**src/rtl/refseq_pkg.sv**
```systemverilog
package refseq_pkg;
  typedef enum logic [2:0] {
    ST_IDLE, ST_WAIT, ST_AREF, ST_GUARD, ST_SRE, ST_SRH, ST_SRX
  } seq_state_e;

  typedef enum logic [1:0] {
    PH_NORM, PH_PRE, PH_EXIT, PH_POST
  } seq_phase_e;

  typedef struct packed {
    logic cke;
    logic cs_n;
    logic ras_n;
    logic cas_n;
    logic we_n;
  } pin_cmd_t;

  localparam pin_cmd_t PIN_DESEL = '{cke: 1'b1, cs_n: 1'b1, ras_n: 1'b1, cas_n: 1'b1, we_n: 1'b1};
  localparam pin_cmd_t PIN_AREF  = '{cke: 1'b1, cs_n: 1'b0, ras_n: 1'b0, cas_n: 1'b0, we_n: 1'b1};
  localparam pin_cmd_t PIN_SRE   = '{cke: 1'b0, cs_n: 1'b0, ras_n: 1'b0, cas_n: 1'b0, we_n: 1'b1};
  localparam pin_cmd_t PIN_SRH   = '{cke: 1'b0, cs_n: 1'b1, ras_n: 1'b1, cas_n: 1'b1, we_n: 1'b1};
endpackage

```
**src/rtl/refresh_timer.sv**
```systemverilog
module refresh_timer #(
  parameter int unsigned REF_INTERVAL = 3120,
  parameter int unsigned MAX_PEND     = 8
) (
  input  logic clk,
  input  logic rst_n,
  input  logic clear,
  input  logic consume,
  output logic has_pending
);
  localparam int unsigned CW = $clog2(REF_INTERVAL);
  localparam int unsigned PW = $clog2(MAX_PEND + 1);
  localparam logic [CW-1:0] T_LAST = CW'(REF_INTERVAL - 1);
  localparam logic [PW-1:0] P_MAX  = PW'(MAX_PEND);

  logic [CW-1:0] tcnt;
  logic [PW-1:0] pend;
  logic          tick, up, dn;

  assign tick = (tcnt == T_LAST);
  assign up   = tick && (pend != P_MAX);
  assign dn   = consume && (pend != '0);
  assign has_pending = (pend != '0);

  always_ff @(posedge clk) begin
    if (!rst_n) tcnt <= '0;
    else        tcnt <= tick ? '0 : tcnt + 1'b1;
  end

  always_ff @(posedge clk) begin
    if (!rst_n || clear)  pend <= '0;
    else if (tick && dn)  pend <= pend;
    else if (up)          pend <= pend + 1'b1;
    else if (dn)          pend <= pend - 1'b1;
  end

  // a tick that finds room is never lost
  a_r5_tick_counted: assert property (@(posedge clk) disable iff (!rst_n)
    (tick && !clear && !consume) |=> has_pending);
endmodule

```
**src/rtl/guard_timer.sv**
```systemverilog
module guard_timer #(
  parameter int unsigned MAXV = 16
) (
  input  logic                         clk,
  input  logic                         rst_n,
  input  logic                         load,
  input  logic [$clog2(MAXV+1)-1:0]    load_val,
  output logic                         expired
);
  localparam int unsigned W = $clog2(MAXV + 1);
  logic [W-1:0] cnt;

  assign expired = (cnt == '0);

  always_ff @(posedge clk) begin
    if (!rst_n)        cnt <= '0;
    else if (load)     cnt <= load_val;
    else if (!expired) cnt <= cnt - 1'b1;
  end
endmodule

```
**src/rtl/sdram_refresh_seq.sv**
```systemverilog
module sdram_refresh_seq
  import refseq_pkg::*;
#(
  parameter int unsigned REF_INTERVAL = 3120,
  parameter int unsigned T_RC         = 14,
  parameter int unsigned T_RP         = 4,
  parameter int unsigned BURST_LEN    = 8,
  parameter int unsigned MAX_PEND     = 8,
  parameter bit          BURST_EN     = 1'b1
) (
  input  logic clk,
  input  logic rst_n,
  input  logic bank_idle,
  input  logic arb_gnt,
  input  logic pwr_save_req,
  output logic ref_req,
  output logic busy,
  output logic cke,
  output logic cs_n,
  output logic ras_n,
  output logic cas_n,
  output logic we_n
);
  localparam int unsigned GAP = (T_RC > T_RP) ? T_RC : T_RP;
  localparam int unsigned GW  = $clog2(GAP + 1);
  localparam int unsigned BW  = $clog2(BURST_LEN + 1);
  localparam int unsigned XW  = $clog2(T_RC + 1);
  localparam logic [GW-1:0] LD_AREF = GW'(GAP - 1);
  localparam logic [GW-1:0] LD_EXIT = GW'(T_RC - 1);
  localparam logic [BW-1:0] B_LEN   = BURST_EN ? BW'(BURST_LEN) : '0;

  seq_state_e state;
  seq_phase_e phase;
  logic [BW-1:0] bcnt;
  logic          cke_q, has_pending, g_exp, g_load, go;
  logic [GW-1:0] g_val;
  pin_cmd_t      pins;

  refresh_timer #(.REF_INTERVAL(REF_INTERVAL), .MAX_PEND(MAX_PEND)) u_timer (
    .clk(clk), .rst_n(rst_n),
    .clear(state == ST_SRX), .consume(state == ST_AREF),
    .has_pending(has_pending)
  );

  assign g_load = (state == ST_AREF) || (state == ST_SRX);
  assign g_val  = (state == ST_SRX) ? LD_EXIT : LD_AREF;

  guard_timer #(.MAXV(GAP)) u_guard (
    .clk(clk), .rst_n(rst_n), .load(g_load), .load_val(g_val), .expired(g_exp)
  );

  assign go = arb_gnt && bank_idle && cke_q;

  always_ff @(posedge clk) begin
    if (!rst_n) begin
      state <= ST_IDLE;
      phase <= PH_NORM;
      bcnt  <= '0;
    end else begin
      unique case (state)
        ST_IDLE: begin
          if (pwr_save_req) begin
            state <= ST_WAIT;
            phase <= PH_PRE;
            bcnt  <= B_LEN;
          end else if (has_pending) begin
            state <= ST_WAIT;
            phase <= PH_NORM;
          end
        end
        ST_WAIT: begin
          if (go) state <= (phase == PH_PRE && bcnt == '0) ? ST_SRE : ST_AREF;
        end
        ST_AREF: begin
          state <= ST_GUARD;
          if (bcnt != '0) bcnt <= bcnt - 1'b1;
        end
        ST_GUARD: begin
          if (g_exp) begin
            unique case (phase)
              PH_NORM: state <= ST_IDLE;
              PH_PRE:  state <= (bcnt == '0) ? ST_SRE : ST_AREF;
              PH_EXIT: begin
                if (B_LEN != '0) begin
                  state <= ST_AREF;
                  phase <= PH_POST;
                  bcnt  <= B_LEN;
                end else begin
                  state <= ST_IDLE;
                  phase <= PH_NORM;
                end
              end
              PH_POST: begin
                if (bcnt == '0) begin
                  state <= ST_IDLE;
                  phase <= PH_NORM;
                end else begin
                  state <= ST_AREF;
                end
              end
              default: state <= ST_IDLE;
            endcase
          end
        end
        ST_SRE: state <= ST_SRH;
        ST_SRH: if (!pwr_save_req) state <= ST_SRX;
        ST_SRX: begin
          state <= ST_GUARD;
          phase <= PH_EXIT;
        end
        default: state <= ST_IDLE;
      endcase
    end
  end

  always_comb begin
    unique case (state)
      ST_AREF: pins = PIN_AREF;
      ST_SRE:  pins = PIN_SRE;
      ST_SRH:  pins = PIN_SRH;
      default: pins = PIN_DESEL;
    endcase
  end

  assign cke   = pins.cke;
  assign cs_n  = pins.cs_n;
  assign ras_n = pins.ras_n;
  assign cas_n = pins.cas_n;
  assign we_n  = pins.we_n;

  assign ref_req = (state != ST_IDLE);
  assign busy    = (state != ST_IDLE) && (state != ST_WAIT);

  always_ff @(posedge clk) begin
    if (!rst_n) cke_q <= 1'b1;
    else        cke_q <= cke;
  end

  // window counters for the guard checks
  logic          aref_pin;
  logic [GW-1:0] since_aref;
  logic [XW-1:0] since_exit;
  assign aref_pin = cke && !cs_n && !ras_n && !cas_n && we_n;

  always_ff @(posedge clk) begin
    if (!rst_n) begin
      since_aref <= GW'(GAP);
      since_exit <= XW'(T_RC);
    end else begin
      if (aref_pin)                    since_aref <= '0;
      else if (since_aref != GW'(GAP)) since_aref <= since_aref + 1'b1;
      if (state == ST_SRX)              since_exit <= '0;
      else if (since_exit != XW'(T_RC)) since_exit <= since_exit + 1'b1;
    end
  end

  // refresh only with the clock enabled in the previous cycle
  a_r3_cke_prev: assert property (@(posedge clk) disable iff (!rst_n)
    aref_pin |-> $past(cke));
  // no refresh right after a waiting cycle without grant and idle banks
  a_r3_need_grant: assert property (@(posedge clk) disable iff (!rst_n)
    (state == ST_WAIT && !(arb_gnt && bank_idle)) |=> !aref_pin);
  // full guard window between refreshes
  a_r4_gap: assert property (@(posedge clk) disable iff (!rst_n)
    aref_pin |-> (since_aref == GW'(GAP)));
  // only DESELECT while the clock enable stays low
  a_r7_sr_desel: assert property (@(posedge clk) disable iff (!rst_n)
    (!cke && $past(!cke)) |-> cs_n);
  // exit edge carries DESELECT and the exit guard is honoured
  a_r8_exit_desel: assert property (@(posedge clk) disable iff (!rst_n)
    $rose(cke) |-> cs_n);
  a_r8_exit_gap: assert property (@(posedge clk) disable iff (!rst_n)
    aref_pin |-> (since_exit == XW'(T_RC)));
  // bus ownership implies an open request
  a_r10_busy_req: assert property (@(posedge clk) disable iff (!rst_n)
    busy |-> ref_req);
endmodule

```
**config.mk**
```make
export PLATFORM = sky130hd
export DESIGN_NAME = sdram_refresh_seq
export DESIGN_NICKNAME = d
export VERILOG_FILES = /design/src/rtl/refseq_pkg.sv /design/src/rtl/refresh_timer.sv /design/src/rtl/guard_timer.sv /design/src/rtl/sdram_refresh_seq.sv
export SDC_FILE = /design/constraint.sdc
export NUM_CORES = 1
export LEC_CHECK = 0
export BUFFER_PORTS_ARGS = -buffer_cell sky130_fd_sc_hd__buf_2
export CAP_MARGIN = 30
export CORE_MARGIN = 2
export CORE_UTILIZATION = 55
export CTS_CLUSTER_DIAMETER = 200
export DETAILED_ROUTE_END_ITERATION = 10
export PLACE_DENSITY = 0.73
export SLEW_MARGIN = 40
export SYNTH_ARGS = -nofsm -noshare
export SYNTH_HDL_FRONTEND = slang
export SYNTH_HIERARCHICAL = 1
export SYNTH_SLANG_ARGS = --single-unit
```
**constraint.sdc**
```tcl
create_clock -name clk -period 2.93 [get_ports clk]
set_input_delay 0.4395 -clock clk [delete_from_list [all_inputs] [get_ports clk]]
set_output_delay 0.4395 -clock clk [all_outputs]
set_load 0.05 [all_outputs]
```
**After elaboration in Yosys (flattened, before gate mapping)**

Index checks and enable logic that the tools add are counted.

- Register bits: 30
- Latch bits: 0
- Bits in writable memories: 0
- ROM bits: 0
- Bits of input ports: 5
- Word-level logic and storage cells: 90
- Memories kept: 0

- $add $sub $neg: 5
- Multipliers: 0
- Divide/modulo/power cells: 0
- $lt $le $gt $ge: 0
- Equal/unequal tests: 22
- Shifts and indexed selects: 0
- Muxes and demuxes: 26
- Bitwise operators: 2
- Reductions and logical operators: 27

Operators with widths:

| operator | number |
|---|---|
| $mux 4 | 8 |
| $mux 3 | 7 |
| $pmux 3 s6 | 1 |
| $pmux 5 s3 | 1 |
| $add 12x1->12 const B | 1 |
| $eq 12x12->1 const B | 1 |
| $pmux 3 s4 | 1 |
| $pmux 4 s3 | 1 |
| $sub 4x1->4 const B | 3 |
| $mux 2 | 5 |
| $ne 2x2->1 const B | 5 |
| $reduce_and 5->1 | 2 |
| $eq 3x3->1 const B | 3 |
| $reduce_bool 3->1 | 3 |
| $logic_not 4->1 | 2 |
| $reduce_bool 4->1 | 2 |
| $logic_and 1x1->1 | 7 |
| $eq 3x2->1 const B | 2 |
| $ne 3x3->1 const B | 2 |
| $pmux 2 s3 | 1 |
| $reduce_or 2->1 | 3 |
| $add 4x1->4 const B | 1 |
| $eq 2x2->1 const B | 2 |
| $ne 2x1->1 const B | 2 |
| other kinds (14) | 16 |

**Depth between registers and ports, before layout**

- Word-level depth: 5
- Mapped depth: 9

**Hierarchy**

The synthesis kept the hierarchy.

Modules (own cells, without submodules):

| module | instances | cells an instance | area an instance (um2) | seq. area each (um2) |
|---|---|---|---|---|
| refresh_timer | 1 | 96 | 884.6 | 320.3 |
| sdram_refresh_seq | 1 | 91 | 689.4 | 200.2 |
| guard_timer | 1 | 23 | 226.5 | 80.1 |

**Worst setup path after synthesis**

OpenSTA, ideal clock, no wires.

- Path type: flip-flop to output port
- Start: register state[1]
- End: output port cs_n
- Arrival time: 2261 ps
- Required time: 2491 ps
- Setup slack: 230 ps
- Cell stages (with the launch flop): 5
- Path buffers: 2
- Cells stage by stage: dfxtp_1 > buf_2 > nor2b_1 > o21ai_0 > buf_4

- Longest elaborated chain between the ends: 2
- Elaborated cells between the ends (all ways): 4
- Those cells by class: 3 x eq/ne; 1 x mux

RTL lines:

| element | line | source |
|---|---|---|
| from (decl) | sdram_refresh_seq.sv:32 | `seq_state_e state;` |
| from (signal assigned) | sdram_refresh_seq.sv:72 | `if (go) state <= (phase == PH_PRE && bcnt == '0) ? ST_SRE : ST_AREF;` |
| from (signal assigned) | sdram_refresh_seq.sv:82 | `PH_PRE: state <= (bcnt == '0) ? ST_SRE : ST_AREF;` |
| $eq 3x3->1 / $eq 3x2->1 (equally long branches) | sdram_refresh_seq.sv:117 | `unique case (state)` |
| $pmux 5 s3 * | sdram_refresh_seq.sv:117 |  |
| to (decl) | sdram_refresh_seq.sv:19 | `output logic cs_n,` |

Mark *: on every way between the ends. The rest lies on a longest branch, timed or not.

**Worst setup path after layout**

- Start: register u_timer.tcnt[0]
- End: register u_timer.pend[3]

- Longest elaborated chain between the ends: 4
- Elaborated cells between the ends (all ways): 7
- Those cells by class: 1 x eq/ne; 1 x mux; 1 x bitwise; 4 x reduce/logical

RTL lines:

| element | line | source |
|---|---|---|
| from (decl) | refresh_timer.sv:16 | `logic [CW-1:0] tcnt;` |
| from (signal assigned) | refresh_timer.sv:27 | `else tcnt <= tick ? '0 : tcnt + 1'b1;` |
| $eq 12x12->1 * | refresh_timer.sv:20 | `assign tick = (tcnt == T_LAST);` |
| $logic_and 1x1->1 (on tied branches) | refresh_timer.sv:21, refresh_timer.sv:32 |  |
| $reduce_bool 2->1 (no line) / $not 1->1 (equally long branches) | - |  |
| $reduce_and 2->1 (no line) | - |  |
| to (signal assigned) | refresh_timer.sv:32 | `else if (tick && dn) pend <= pend;` |
| to (signal assigned) | refresh_timer.sv:33 | `else if (up) pend <= pend + 1'b1;` |
| to (signal assigned) | refresh_timer.sv:34 | `else if (dn) pend <= pend - 1'b1;` |
| to (decl) | refresh_timer.sv:17 | `logic [PW-1:0] pend;` |

Marked as above.
A chain may end at the register's enable or synchronous reset.

==> impl_results.md <==
- Setup WS pre-CTS: 0.359 ns
- Synthesized area: 0.00180 mm2
- Std cell rows: 20
- Iteration-0 DRC Markers: 49
- Initial Util: 58.5%
- Rel. slew slack: about three fifths
- Post-DP HPWL: approximately 2.6 mm
- Number of synthesized flops with an enable pin: 0
- Most frequent cells in the layout: 30 x dfxtp_1, 17 x nand2_1, 15 x nor2_1
- Clock root buffer: clkbuf_4
- Leak Pwr: 0.802 nW
- Async SR Flop Fraction: 0%
- PortBufs: 10
- Largest net degree at the start of global routing: 19
- Vias per inst: 5.72
- PwrDens: 815 mW/mm2
- Primary FF master, synth: dfxtp_1
- Clk pwr share: 19.8%
- ANT cells: 0
- Vias in the first global route: roughly 1,400
- I/O pin total: 12
- Switching part of the total: 42.6%
- Setup crit end kind: register
- Worst hold path class: primary input to register
- Sequential Power Share: a little over a third
- CP arrival: 2.86 ns
- Syn-to-layout area delta: 8.55%
- Seq/Total Area, Yosys: about 33%
- Fin Setup TNS: 0 ns
- Initial antenna violation count: 0
- Startpoint Class: register
- Sw power: around 680 uW
- Overall power: 1.59 mW
- Critical path required time: 3.21 ns
- Non-Filler Instances: 268
- Status: finished, final reports clean
- H-tree depth: 2
- Drt pass-1 iters: 4
- Global-route usage over all layers: a little under a quarter
- Fmax: 0.388 GHz
- Num CTS Buffers: 5
- First-pass GRT wire length: 6.37 mm
- Int Power: 914 uW
- Core box area: 0.00308 mm2
- Placed insts: 260
- Max VDD drop: 0.653 mV
- Clock transition at path regs: 0.10 ns
- Final count of negative-setup-slack endpoints: 0
- Period minus WS final: between 2 and 3 ns
- Syn. warnings: 6
- Via count: 1,534
- CTS tree: yes
- PnR worst setup slack: about 0.35 ns
- Worst Skew: 0.00483 ns
- Cells after Synth: 210
- Longest Clk Path Bufs: 2
- Worst Tran Pin Value: 0.601 ns
- NumNets Final: around 240
- Netlist cell types: 61
- #FFs+latches synth: 30
- Die H: 61.2 um
- Avg Cell Area, Syn: 8.57 um2
- DR DRC count: 0
- Gr ovfl total: 0
- Gpl congestion: 0.793
- Combinational share of power: a little over two fifths
- WL per Instance: 13.0 um
- Post-Route WL: approximately 3.5 mm
- Die area: ~0.0037 mm2
- Hold WS: 0.418 ns
- Final hold vios: 0
- Fin. max-slew vios: 0
- Clock Sinks: 30
- Crit-path max FO: 7
- Max Cap Viol: 0
- Post-CTS Setup Inserts: 0
- Post-DRT Antenna Nets: 0
- Share of layout cells above drive strength 1: 12.1%
- Final worst-path cycle share: 88.0%
- Crit Path Class: register to register
- Commonest non-fill, non-tap cell in the layout: dfxtp_1
- Clock Latency Late Sink: 0.34 ns
- RSZ-0062 raised after global routing: false
- Die X: 61.2 um
-- timing repair --
| item | 4_1_cts | 5_1_grt |
|---|---|---|
| hold buffers | 0 | 0 |
| resized for setup | 0 | 1 |
| endpoints found under the setup margin | 0 | 1 |
-- Yosys cell counts, types with 4 or more instances --
library cell,n,area (um2)
a21oi_1,8,40.0
buf_2,4,20.0
dfxtp_1,30,601
ha_1,6,75.1
inv_1,12,45.0
mux2i_1,5,50.1
nand2_1,17,63.8
nand2b_1,5,31.3
nand3_1,10,50.1
nand4_1,4,25.0
nor2_1,15,56.3
nor2b_1,4,25.0
nor3_1,7,35.0
o21ai_0,8,40.0
or3_1,5,31.3
xnor2_1,5,43.8
xor2_1,7,61.3
-- worst paths after layout --
check                                           startpoint                      endpoint  slack, ns  depth (start not counted)
worst min register to register  u_timer/tcnt[0]$_SDFF_PP0_    u_timer/tcnt[0]$_SDFF_PP0_       0.47                          1
worst max register to register  u_timer/tcnt[0]$_SDFF_PP0_  u_timer/pend[3]$_SDFFE_PP0P_       0.35                          9
worst min-delay path                                 rst_n              cke_q$_SDFF_PN1_       0.42                          2
worst max-delay path            u_timer/tcnt[0]$_SDFF_PP0_  u_timer/pend[3]$_SDFFE_PP0P_       0.35                          9
-- routing by layer --
| layer | global-route usage, % | routed length [um] | part of all wire [%] | up-vias |
|---|---|---|---|---|
| met5 | 0 | 0 | 0 | - |
| met4 | 8.07 | 56 | 1.6 | 0 |
| met3 | 7.77 | 169 | 4.9 | 6 |
| met2 | 35.7 | 1620 | 47 | 38 |
| met1 | 29.9 | 1630 | 47 | 712 |
| li1 | - | - | - | 778 |
-- critical path, cell delays in order (launching register included) --
cell and delay [ns]:
dfxtp_1 0.37, ha_1 0.21, and4_1 0.30, nand3_2 0.21
a21o_1 0.26, ha_1 0.30, a21o_1 0.19, a2111oi_1 0.42
a221oi_1 0.16, nand3_1 0.10
-- sequential cells by signal, indices dropped and copies added (netlist names) --
register,count
bcnt,4
cke_q,1
phase,2
state,3
u_guard/cnt,4
u_timer/pend,4
u_timer/tcnt,12
-- kinds of logic after synthesis --
logic type	after synthesis	share of synthesized area [%]
simple gates	93	30.5
flops	30	33.4
fa+ha+maj	7	5.28
other cells	2	0.417
mux	7	4.66
buf+inv	19	4.86
xor+xnor	12	5.84
compound gates	40	15.1
-- through the flow --
step / utilization [%] / cell area [um2]
after detailed placement: 60.9 / 1870
after global routing: 63.5 / 1950
after global placement: 60.9 / 1870
after floorplan: - / 1810
after CTS: 63.5 / 1950
final: 63.5 / 1950
-- power groups by stage --
stage	sequential, mW	combinational (mW)	clock (mW)
2_1_floorplan	0.545	0.619	0
3_3_place_gp	0.582	0.670	0
3_5_place_dp	0.588	0.695	0
4_1_cts	0.579	0.699	0.325
5_1_grt	0.597	0.784	0.342
6_report	0.581	0.697	0.315
-- area by class of cell --
type	count	area (um2)
multi-input combinational	164	1120
fill	269	1120
clock buffer	8	78.8
tap	44	55.1
inverter	12	45.0
timing repair buffer	10	50.0
sequential	30	601
Note: power is estimated with default switching activity, not from simulation.
